[src/rtl/stip_blit_engine.sv]
module stip_blit_engine #(
  parameter int PIX_W  = 24,
  parameter int DST_W  = 20,
  parameter int DATA_W = 32
) (
  input  logic              clk,
  input  logic              rst_n,
  input  logic              bus_wr,
  input  logic [DST_W+2:2]  bus_addr,
  input  logic [DATA_W-1:0] bus_wdata,
  input  logic              bus_blit,
  output logic              bus_ready,
  output logic [DATA_W-1:0] bus_rdata,
  output logic              busy,
  output logic              done,
  output logic [PIX_W-1:0]  mem_addr,
  output logic              mem_we,
  output logic              mem_re,
  output logic [7:0]        mem_wdata,
  input  logic [7:0]        mem_rdata
);
  localparam int CNT_W = $clog2(DATA_W);

  typedef enum logic [1:0] {K_STIP, K_FILL, K_COPY} kind_t;

  kind_t             kind;
  logic              rd_phase;
  logic [CNT_W-1:0]  cnt, last;
  logic [PIX_W-1:0]  dst, src;
  logic [DATA_W-1:0] mask;
  logic [7:0]        color;

  wire accept    = bus_wr && !busy;
  wire start     = accept && bus_addr[2];
  wire step_end  = busy && (kind != K_COPY || rd_phase);
  wire last_step = step_end && (cnt == last);

  assign bus_ready = !busy;
  assign bus_rdata = '0;

  assign mem_re    = busy && kind == K_COPY && !rd_phase;
  assign mem_we    = busy && ((kind == K_STIP) ? mask[DATA_W-1] :
                              (kind == K_FILL) ? 1'b1 : rd_phase);
  assign mem_addr  = (mem_re ? src : dst) + PIX_W'(cnt);
  assign mem_wdata = (kind == K_COPY) ? mem_rdata : color;

  always_ff @(posedge clk) begin
    if (!rst_n) begin
      busy     <= 1'b0;
      done     <= 1'b0;
      kind     <= K_STIP;
      rd_phase <= 1'b0;
      cnt      <= '0;
      last     <= '0;
      dst      <= '0;
      src      <= '0;
      mask     <= '0;
      color    <= '0;
    end else begin
      done <= last_step;
      if (accept && !bus_addr[2]) color <= bus_wdata[7:0];
      if (start) begin
        busy     <= 1'b1;
        cnt      <= '0;
        rd_phase <= 1'b0;
        dst      <= PIX_W'(bus_addr[DST_W+2:3]);
        mask     <= bus_wdata;
        src      <= bus_wdata[PIX_W-1:0];
        if (!bus_blit) begin
          kind <= K_STIP;
          last <= '1;
        end else begin
          kind <= (bus_wdata[PIX_W-1:0] == '1) ? K_FILL : K_COPY;
          last <= bus_wdata[PIX_W +: CNT_W];
        end
      end else if (busy) begin
        if (kind == K_COPY) rd_phase <= !rd_phase;
        if (step_end) begin
          cnt  <= cnt + 1'b1;
          mask <= mask << 1;
          if (cnt == last) busy <= 1'b0;
        end
      end
    end
  end

  assert_idle_quiet_R11: assert property (@(posedge clk) disable iff (!rst_n)
    !busy |-> (!mem_we && !mem_re));

  assert_start_busy_R9: assert property (@(posedge clk) disable iff (!rst_n)
    (bus_wr && bus_ready && bus_addr[2]) |=> busy);

  assert_latch_idle_R1: assert property (@(posedge clk) disable iff (!rst_n)
    (bus_wr && bus_ready && !bus_addr[2]) |=> !busy);

  assert_done_single_R10: assert property (@(posedge clk) disable iff (!rst_n)
    done |=> !done);

  assert_done_after_busy_R10: assert property (@(posedge clk) disable iff (!rst_n)
    done |-> (!busy && $past(busy)));

  assert_rw_exclusive_R7: assert property (@(posedge clk) disable iff (!rst_n)
    !(mem_we && mem_re));

  assert_copy_read_then_write_R7: assert property (@(posedge clk) disable iff (!rst_n)
    mem_re |=> mem_we);
endmodule

[config.mk]
export PLATFORM = sky130hd
export DESIGN_NAME = stip_blit_engine
export DESIGN_NICKNAME = d
export VERILOG_FILES = /design/src/rtl/stip_blit_engine.sv
export SDC_FILE = /design/constraint.sdc
export NUM_CORES = 1
export LEC_CHECK = 0
export BUFFER_PORTS_ARGS = -buffer_cell sky130_fd_sc_hd__buf_2
export CAP_MARGIN = 20
export CORE_AREA = 2 2 104 96
export CTS_CLUSTER_SIZE = 30
export DETAILED_ROUTE_END_ITERATION = 7
export DIE_AREA = 0 0 106 98
export PLACE_DENSITY_LB_ADDON = 0.12
export SETUP_SLACK_MARGIN = 0.15
export SYNTH_ARGS = -nofsm -noshare
export SYNTH_HDL_FRONTEND = slang
export SYNTH_SLANG_ARGS = --single-unit
export TNS_END_PERCENT = 50
[constraint.sdc]
create_clock -name clk -period 5.85 [get_ports clk]
set_clock_uncertainty 0.15 [all_clocks]
set_input_delay 1.17 -clock clk [delete_from_list [all_inputs] [get_ports clk]]
set_output_delay 1.17 -clock clk [all_outputs]
set_load 0.05 [all_outputs]
Yosys cells after proc, flatten, opt, wreduce, memory -nomap -nowiden:

Index checks and enable logic that the tools add are counted.
Widths: inputs -> output; s select.

* register bits: 99
* latch bits: 0
* bits in writable memories: 0
* bits in read-only memories: 0
* input bits: 65
* memories kept: 0

* add/sub/neg operators: 2
* multiply operators: 0
* divide/modulo/power cells: 0
* $lt $le $gt $ge: 0
* equality and inequality tests: 5
* shift-type cells: 0
* muxes and demuxes: 14
* bitwise logic cells: 1
* reductions and logical operators: 19

Operators by type and width (count)
* $mux 32: 3
* $add 24x5->24: 1
* $eq 24x24->1 const B: 1
* $mux 24: 1
* $logic_and 1x1->1: 8
* $mux 8: 1
* $mux 1: 6
* $reduce_and 2->1: 3
* $add 5x1->5 const B: 1
* $eq 5x5->1: 1
* $mux 5: 1
* $mux 2: 2
* $reduce_bool 2->1: 2
* $logic_not 1->1: 3
* $eq 2x1->1 const B: 1
* $eq 2x2->1 const B: 1
* $logic_not 2->1: 1
* $ne 2x2->1 const B: 1
* $reduce_or 2->1: 1
* $logic_or 1x1->1: 1
* $not 1->1: 1

Depth between registers and ports, before layout:

Gate-level depths: netlist of run 1.

* depth after elaboration: 6
* depth in mapped cells: 15
* gate-level depth less buffers: 13

Worst setup path after synthesis of run 1:

Ideal clock, no wire load.

* path kind: reg2out
* start point: reg busy
* end point: out mem_addr[11]
* arrival time: 3834 ps
* data required time: 4530 ps
* setup slack: 696 ps
* stages on the path, launching flop included: 15
* cells stage by stage: dfxtp_1 -> nand4bb_1 -> buf_6 -> inv_4 -> buf_2 -> nand2_1 -> nand2_1 -> ha_1 -> a211oi_1 -> o21bai_1 -> a21oi_1 -> clkbuf_1 -> nor3_1 -> xnor2_1 -> mux2i_1

* cells in the longest elaborated chain, start to end: 4

Ends and longest elaborated chain
* start: declaration: RTL line 14 `output logic busy,`
* start signal: assignment: RTL line 49 `busy <= 1'b0;`
* start signal: assignment: RTL line 63 `busy <= 1'b1;`
* start signal: assignment: RTL line 81 `if (cnt == last) busy <= 1'b0;`
* $logic_and 1x1->1 (2 in a row): RTL line 41 `assign mem_re = busy && kind == K_COPY && !rd_phase;`
* named net mem_re: RTL line 18 `output logic mem_re,`
* $mux 24: RTL line 44 `assign mem_addr = (mem_re ? src : dst) + PIX_W'(cnt);`
* $add 24x5->24: RTL line 44
* end: declaration: RTL line 16 `output logic [PIX_W-1:0] mem_addr,`

The timed path passes the listed nets, and every way through them passes these cells.

Worst setup path after layout of run 1:

* start point: reg rd_phase
* end point: out mem_addr[22]

* cells in the longest elaborated chain, start to end: 4

Ends and longest elaborated chain
* start: declaration: RTL line 27 `logic rd_phase;`
* start signal: assignment: RTL line 77 `if (kind == K_COPY) rd_phase <= !rd_phase;`
* $logic_not 1->1: RTL line 41
* $logic_and 1x1->1: RTL line 41
* $mux 24: RTL line 44
* $add 24x5->24: RTL line 44

Every way passes these cells.

==> flow_metrics.env, run 1 <==
export IMPL_first_pass_iters=4
export IMPL_clock_sinks=99
export IMPL_sequentialPowerShare_pct=50.1
export IMPL_ys_types=46
export IMPL_place_congestion=0.872
export IMPL_yosysSeqAreaShare_pct=38.2
export IMPL_crit_type="reg2out"
export IMPL_die_w_um=106
export IMPL_via_per_inst=5.46
export IMPL_coreArea_mm2=0.00940
export IMPL_worst_path_max_delay_cell="or4_1"
export IMPL_die_area_mm2=0.0104
export IMPL_p_leak_nw=2.40
export IMPL_antenna_found_initial=0
export IMPL_fin_crit_sh_pct=86.5
export IMPL_grt_max_degree=86
export IMPL_tightest_slew_ns=0.953
export IMPL_syn_to_final_growth_pct=12.6
export IMPL_drv_cap=0
export IMPL_crit_chain="nand4bb_1 -> buf_4 -> nand2_1 -> nand2_1 -> ha_1 -> inv_1 -> fa_1 -> nor2b_1 -> o31a_1 -> or2_2 -> o221ai_1 -> or4_1 -> nand2_1 -> buf_2"
export IMPL_fin_hold_ws_ns=0.315
export IMPL_postCtsHoldBufs=0
export IMPL_rsz0062_at_grt="false"
export IMPL_crit_cells=14
export IMPL_worst_ep_required_time_ns=4.53
export IMPL_final_max_slew_violation_count=0
export IMPL_fill_cells=879
export IMPL_ys_async_sr_fraction_pct=0
export IMPL_final_nets=834
export IMPL_overflow=0
export IMPL_diodes=0
export IMPL_period_needed_ns=5.06
export IMPL_drtAntennaViolNets=0
export IMPL_grt_usage_pct=26.2
export IMPL_r2r_slack_ns=3.39
export IMPL_grt_pass1_vias=4487
export IMPL_reg2reg_to="cnt[2]"
export IMPL_synth_seq_cells=99
export IMPL_routed_wl_um=13300
export IMPL_synth_top_area_share_pct=38.2
export IMPL_cts_tree="built"
export IMPL_synth_area_leaders="dfxtp_1 (38%), nand2_1 (15%), a21oi_1 (5.3%), a311oi_1 (5.2%), nor2_1 (4.7%)"
export IMPL_worstRegToRegCells=5
export IMPL_initial_utilization_pct=55.2
export IMPL_switchingPower_mw=0.475
export IMPL_final_util_pct=62.2
export IMPL_max_stage_delay_ns=0.43
export IMPL_synth_edff_count=0
export IMPL_power_frac_comb_pct=18.6
export IMPL_power_frac_clock_pct=31.3
export IMPL_powerDensity_mw_per_mm2=254
export IMPL_synth_largest_area_cell="dfxtp_1"
export IMPL_cts_clk_slew_worst_paths_ns=0.09
export IMPL_finalSetupTns_ns=0
export IMPL_synth_area_mm2=0.00519
export IMPL_relSlewSlack_pct=36.5
export IMPL_rows=34
export IMPL_status="finished, final reports clean"
export IMPL_p_sw_share_pct=32.0
export IMPL_ios=134
export IMPL_syn_avg_cell_area_um2=7.57
export IMPL_cts_htree_levels=3
export IMPL_worst_setup_path_start_kind="register"
export IMPL_clockBufferDepth=2
export IMPL_first_iter_violations=269
export IMPL_dieHeight_um=98
export IMPL_p_int_mw=1.01
export IMPL_path_max_fanout=26
export IMPL_dp_hpwl_um=9200
export IMPL_drc=0
export IMPL_worstPathArrival_ns=3.74
export IMPL_cp_common_cell="nand2_1"
export IMPL_hold_path_class="reg2reg"
export IMPL_finalSetupViolations=0
export IMPL_reg2reg_from="busy"
export IMPL_synth_ff_type="dfxtp_1"
export IMPL_grt_first_pass_wirelength_um=21800
export IMPL_post_cts_resized=0
export IMPL_portBuffers=101
export IMPL_cp_top_family="simple AND/OR/NAND/NOR gates"
export IMPL_critical_path_endpoint_type="primary output"
export IMPL_synth_warnings=0
export IMPL_num_vias=4874
export IMPL_startpoint="rd_phase"
export IMPL_hold_viol=0
export IMPL_postCtsSetupRepairBufs=0
export IMPL_cts_root_buf="clkbuf_8"
export IMPL_irDropWorstVdd_uv=197
export IMPL_max_freq_mhz=198
export IMPL_path_buf_inv=3
export IMPL_drive_gt1_share_pct=18.0
export IMPL_clk_latency_ns=0.37
export IMPL_numCtsBuffers=9
export IMPL_crit_end="mem_addr[22]"
export IMPL_synthCells=686
export IMPL_wl_per_cell_um=14.9
-- per-stage QoR --
step	cell area, µm²	power (mW)	worst slack, ns	std cells
after floorplan	5310	0.973	0.696	717
after global placement	5640	1.03	1.35	877
after detailed placement	5640	1.03	1.24	877
after CTS	5850	1.50	0.816	893
after global routing	5850	1.55	0.574	893
final	5850	1.49	0.789	893
-- cells in the mapped netlist, drive strengths merged (2+ instances only) --
cell,number
a211oi,2
a21oi,55
a311oi,31
and3,3
buf,39
clkbuf,35
dfxtp,99
ha,6
inv,7
mux2i,23
nand2,205
nand3,14
nand4,13
nor2,65
nor2b,2
nor3,13
nor3b,9
nor4,5
nor4b,2
o21ai,5
or2,2
xnor2,24
xor2,11
-- flip-flops by register name (all words and copies together), names as in the netlist --
register  count
mask         32
color         8
last          5
done          1
busy          1
src          24
kind          2
dst          20
rd_phase      1
cnt           5
-- metal layers --
layer / vias to the layer above / GRT usage, % / wire length (µm)
li1: 2409 / - / -
met1: 2292 / 33.4 / 5840
met2: 141 / 44.0 / 6450
met3: 32 / 5.14 / 707
met4: 0 / 9.72 / 323
met5: - / 0 / 0
-- cell families (layout without fill, tap and decap cells) --
| group | after synthesis | in the layout | share of synthesized area, % |
|---|---|---|---|
| AO/OA/AOI/OAI | 103 | 103 | 13.0 |
| adder cells (fa/ha/maj) | 7 | 7 | 1.83 |
| AND/OR/NAND/NOR | 337 | 337 | 28.2 |
| buffers and inverters | 81 | 131 | 8.41 |
| other | 1 | 32 | 0.0722 |
| multiplexers | 23 | 23 | 4.43 |
| flip-flops | 99 | 99 | 38.2 |
| XOR/XNOR | 35 | 35 | 5.90 |
-- tightest hold or removal path: stages, from the launching register on --
cell,delay [ns]
dfxtp_1,0.32
nand2_1,0.05
a21oi_1,0.05
-- power by group through the flow --
stage / clock network (mW) / logic, mW / registers (mW)
floorplan: 0 / 0.221 / 0.752
global placement: 0 / 0.270 / 0.757
detailed placement: 0 / 0.274 / 0.759
CTS: 0.478 / 0.276 / 0.743
global route: 0.500 / 0.299 / 0.749
finish: 0.465 / 0.276 / 0.744
-- layout make-up --
| class | count | area (µm²) | share of cell area, % |
|---|---|---|---|
| clock inverter | 5 | 60.1 | 1.03 |
| timing repair buffer | 108 | 558 | 9.54 |
| sequential | 99 | 1980 | 33.9 |
| tap | 126 | 158 | 2.70 |
| inverter | 7 | 28.8 | 0.492 |
| clock buffer | 11 | 151 | 2.59 |
| multi-input combinational | 537 | 2910 | 49.8 |
-- worst min path at each step --
stage	to	from	depth (start not counted)	slack (ns)
2_1_floorplan	dst[0]	dst[0]	2	0.29
3_3_place_gp	src[3]	src[3]	2	0.30
3_5_place_dp	dst[0]	dst[0]	2	0.30
4_1_cts	dst[0]	dst[0]	2	0.32
5_1_grt	src[2]	src[2]	2	0.34
6_report	dst[0]	dst[0]	2	0.32
-- layout by cell type (no fill, tap or decap), types with 2 or more instances in the layout --
master,count
a211oi_1,2
a21oi_1,55
a311oi_1,31
and3_1,2
buf_2,101
buf_4,7
clkbuf_8,11
conb_1,32
dfxtp_1,99
ha_1,6
inv_1,5
mux2i_1,23
nand2_1,205
nand3_1,13
nand4_1,13
nor2_1,64
nor2b_1,2
nor3_1,13
nor3b_1,9
nor4_1,2
nor4_2,2
nor4b_2,2
o21ai_0,4
or2_2,2
xnor2_1,24
xor2_1,11
Power figures use the tool's default switching activity.
==> run 2, diff against run 1 <==
MAX_ROUTING_LAYER = met4   (was unset)
==> run 2 against run 1 <==
Effect of this change:
- maximum frequency increased by 0.60%
- clock power about the same
- setup slack improved by 0.030 ns
- cell area unchanged
- die area unchanged
- total power about the same
- largest cell class unchanged
==> flow_metrics.env, run 2 (same netlist as run 1, synthesis figures left out) <==
export IMPL_status="finished, final reports clean"
export IMPL_post_cts_resized=0
export IMPL_max_freq_mhz=199
export IMPL_period_needed_ns=5.03
export IMPL_finalSetupTns_ns=0
export IMPL_initial_utilization_pct=55.2
export IMPL_worstPathArrival_ns=3.71
export IMPL_via_per_inst=5.47
export IMPL_wl_per_cell_um=14.9
export IMPL_die_area_mm2=0.0104
export IMPL_final_common_cell="nand2_1"
export IMPL_largest_reg_flops=32
export IMPL_fin_crit_sh_pct=86.0
export IMPL_grt_first_pass_wirelength_um=21800
export IMPL_cts_clk_slew_worst_paths_ns=0.09
export IMPL_critical_path_endpoint_type="primary output"
export IMPL_hold_depth=2
export IMPL_worstHoldStart="dst[0]"
export IMPL_first_pass_iters=6
export IMPL_drtAntennaViolNets=0
export IMPL_ios=134
export IMPL_clk_latency_ns=0.38
export IMPL_numCtsBuffers=9
export IMPL_grt_usage_pct=26.9
export IMPL_cts_tree="built"
export IMPL_final_max_slew_violation_count=0
export IMPL_final_cells=893
export IMPL_reg2reg_from="busy"
export IMPL_drive_gt1_share_pct=18.0
export IMPL_num_vias=4885
export IMPL_cts_htree_levels=3
export IMPL_reg2reg_to="cnt[1]"
export IMPL_path_max_fanout=26
export IMPL_postCtsHoldBufs=0
export IMPL_worst_path_max_delay_cell="or4_1"
export IMPL_rsz0062_at_grt="false"
export IMPL_drv_cap=0
export IMPL_dieHeight_um=98
export IMPL_antenna_found_initial=0
export IMPL_powerDensity_mw_per_mm2=254
export IMPL_dp_hpwl_um=9200
export IMPL_p_leak_nw=2.40
export IMPL_hold_viol=0
export IMPL_relSlewSlack_pct=36.6
export IMPL_place_congestion=0.886
export IMPL_path_buf_inv=3
export IMPL_clockBufferDepth=2
export IMPL_postCtsSetupRepairBufs=0
export IMPL_cts_root_buf="clkbuf_8"
export IMPL_finalSetupViolations=0
export IMPL_worst_setup_path_start_kind="register"
export IMPL_final_nets=834
export IMPL_whs_endpoint="dst[0]"
export IMPL_max_stage_delay_ns=0.43
export IMPL_routed_wl_um=13300
export IMPL_diodes=0
export IMPL_largestRegisters="mask x32, src x24, dst x20"
export IMPL_syn_to_final_growth_pct=12.6
export IMPL_mostFrequentLayoutCells="nand2_1 (205), buf_2 (101), dfxtp_1 (99)"
export IMPL_clock_sinks=99
export IMPL_grt_pass1_vias=4489
export IMPL_coreArea_mm2=0.00940
export IMPL_die_w_um=106
export IMPL_rows=34
export IMPL_worstRegToRegCells=5
export IMPL_tightest_slew_ns=0.951
export IMPL_worst_ep_required_time_ns=4.53
export IMPL_first_iter_violations=255
export IMPL_cp_common_cell="nand2_1"
export IMPL_crit_type="reg2out"
export IMPL_overflow=0
export IMPL_irDropWorstVdd_uv=197
export IMPL_portBuffers=101
export IMPL_hold_path_class="reg2reg"
export IMPL_drc=0
export IMPL_crit_chain="nand4bb_1 -> buf_4 -> nand2_1 -> nand2_1 -> ha_1 -> inv_1 -> fa_1 -> nor2b_1 -> o31a_1 -> or2_2 -> o221ai_1 -> or4_1 -> nand2_1 -> buf_2"
export IMPL_cp_top_family="simple AND/OR/NAND/NOR gates"
export IMPL_r2r_slack_ns=3.41
export IMPL_largest_register="mask"
export IMPL_dpl_cell_count=877
export IMPL_grt_max_degree=86
==> run 2: cell counts in the layout (fill, tap and decap cells not counted) <==
Identical to the previous run, type by type.
==> run 2: cell type report <==
cell class                      count  area [µm²]
Fill cell                         879        3550
Multi-Input combinational cell    537        2910
Sequential cell                    99        1980
Timing Repair Buffer              108         558
Tap cell                          126         158
Clock buffer                       11         151
Clock inverter                      5        60.1
Inverter                            7        28.8
==> run 2: worst max path at each step <==
stage,from,to,cells past startpoint
global placement,rd_phase,mem_addr[22],14
global route,rd_phase,mem_addr[22],14
floorplan,busy,mem_addr[11],14
CTS,rd_phase,mem_addr[22],14
finish,rd_phase,mem_addr[22],14
detailed placement,rd_phase,mem_addr[22],14
==> run 2: worst register-to-register path: stages, from the launching register on <==
cell and delay (ns):
dfxtp_1 0.44, inv_1 0.18, nand3_4 0.50, buf_4 0.59
nand2_1 0.33, a21oi_1 0.18
==> run 2: stage by stage <==
stage | power [mW] | util (%) | setup slack (ns) | area (µm²) | hold slack, ns
4_1_cts | 1.50 | 62.2 | 0.816 | 5850 | 0.317
6_report | 1.49 | 62.2 | 0.820 | 5850 | 0.316
2_1_floorplan | 0.973 | - | 0.696 | 5310 | 0.287
3_3_place_gp | 1.03 | 60.0 | 1.35 | 5640 | 0.299
5_1_grt | 1.55 | 62.2 | 0.577 | 5850 | 0.336
3_5_place_dp | 1.03 | 60.0 | 1.24 | 5640 | 0.303
==> run 2: per-layer routing <==
layer | track usage [%] | wire length (µm) | vias to the layer above
li1 | - | - | 2411
met1 | 33.7 | 5880 | 2291
met2 | 43.8 | 6420 | 155
met3 | 4.87 | 712 | 28
met4 | 9.72 | 317 | 0
met5 | - | 0 | -
==> run 2: report_power, final <==
group	internal, mW	total (mW)	switching [mW]
combinational	0.0743	0.276	0.202
sequential	0.713	0.744	0.0307
clock	0.223	0.466	0.243
total	1.01	1.49	0.476
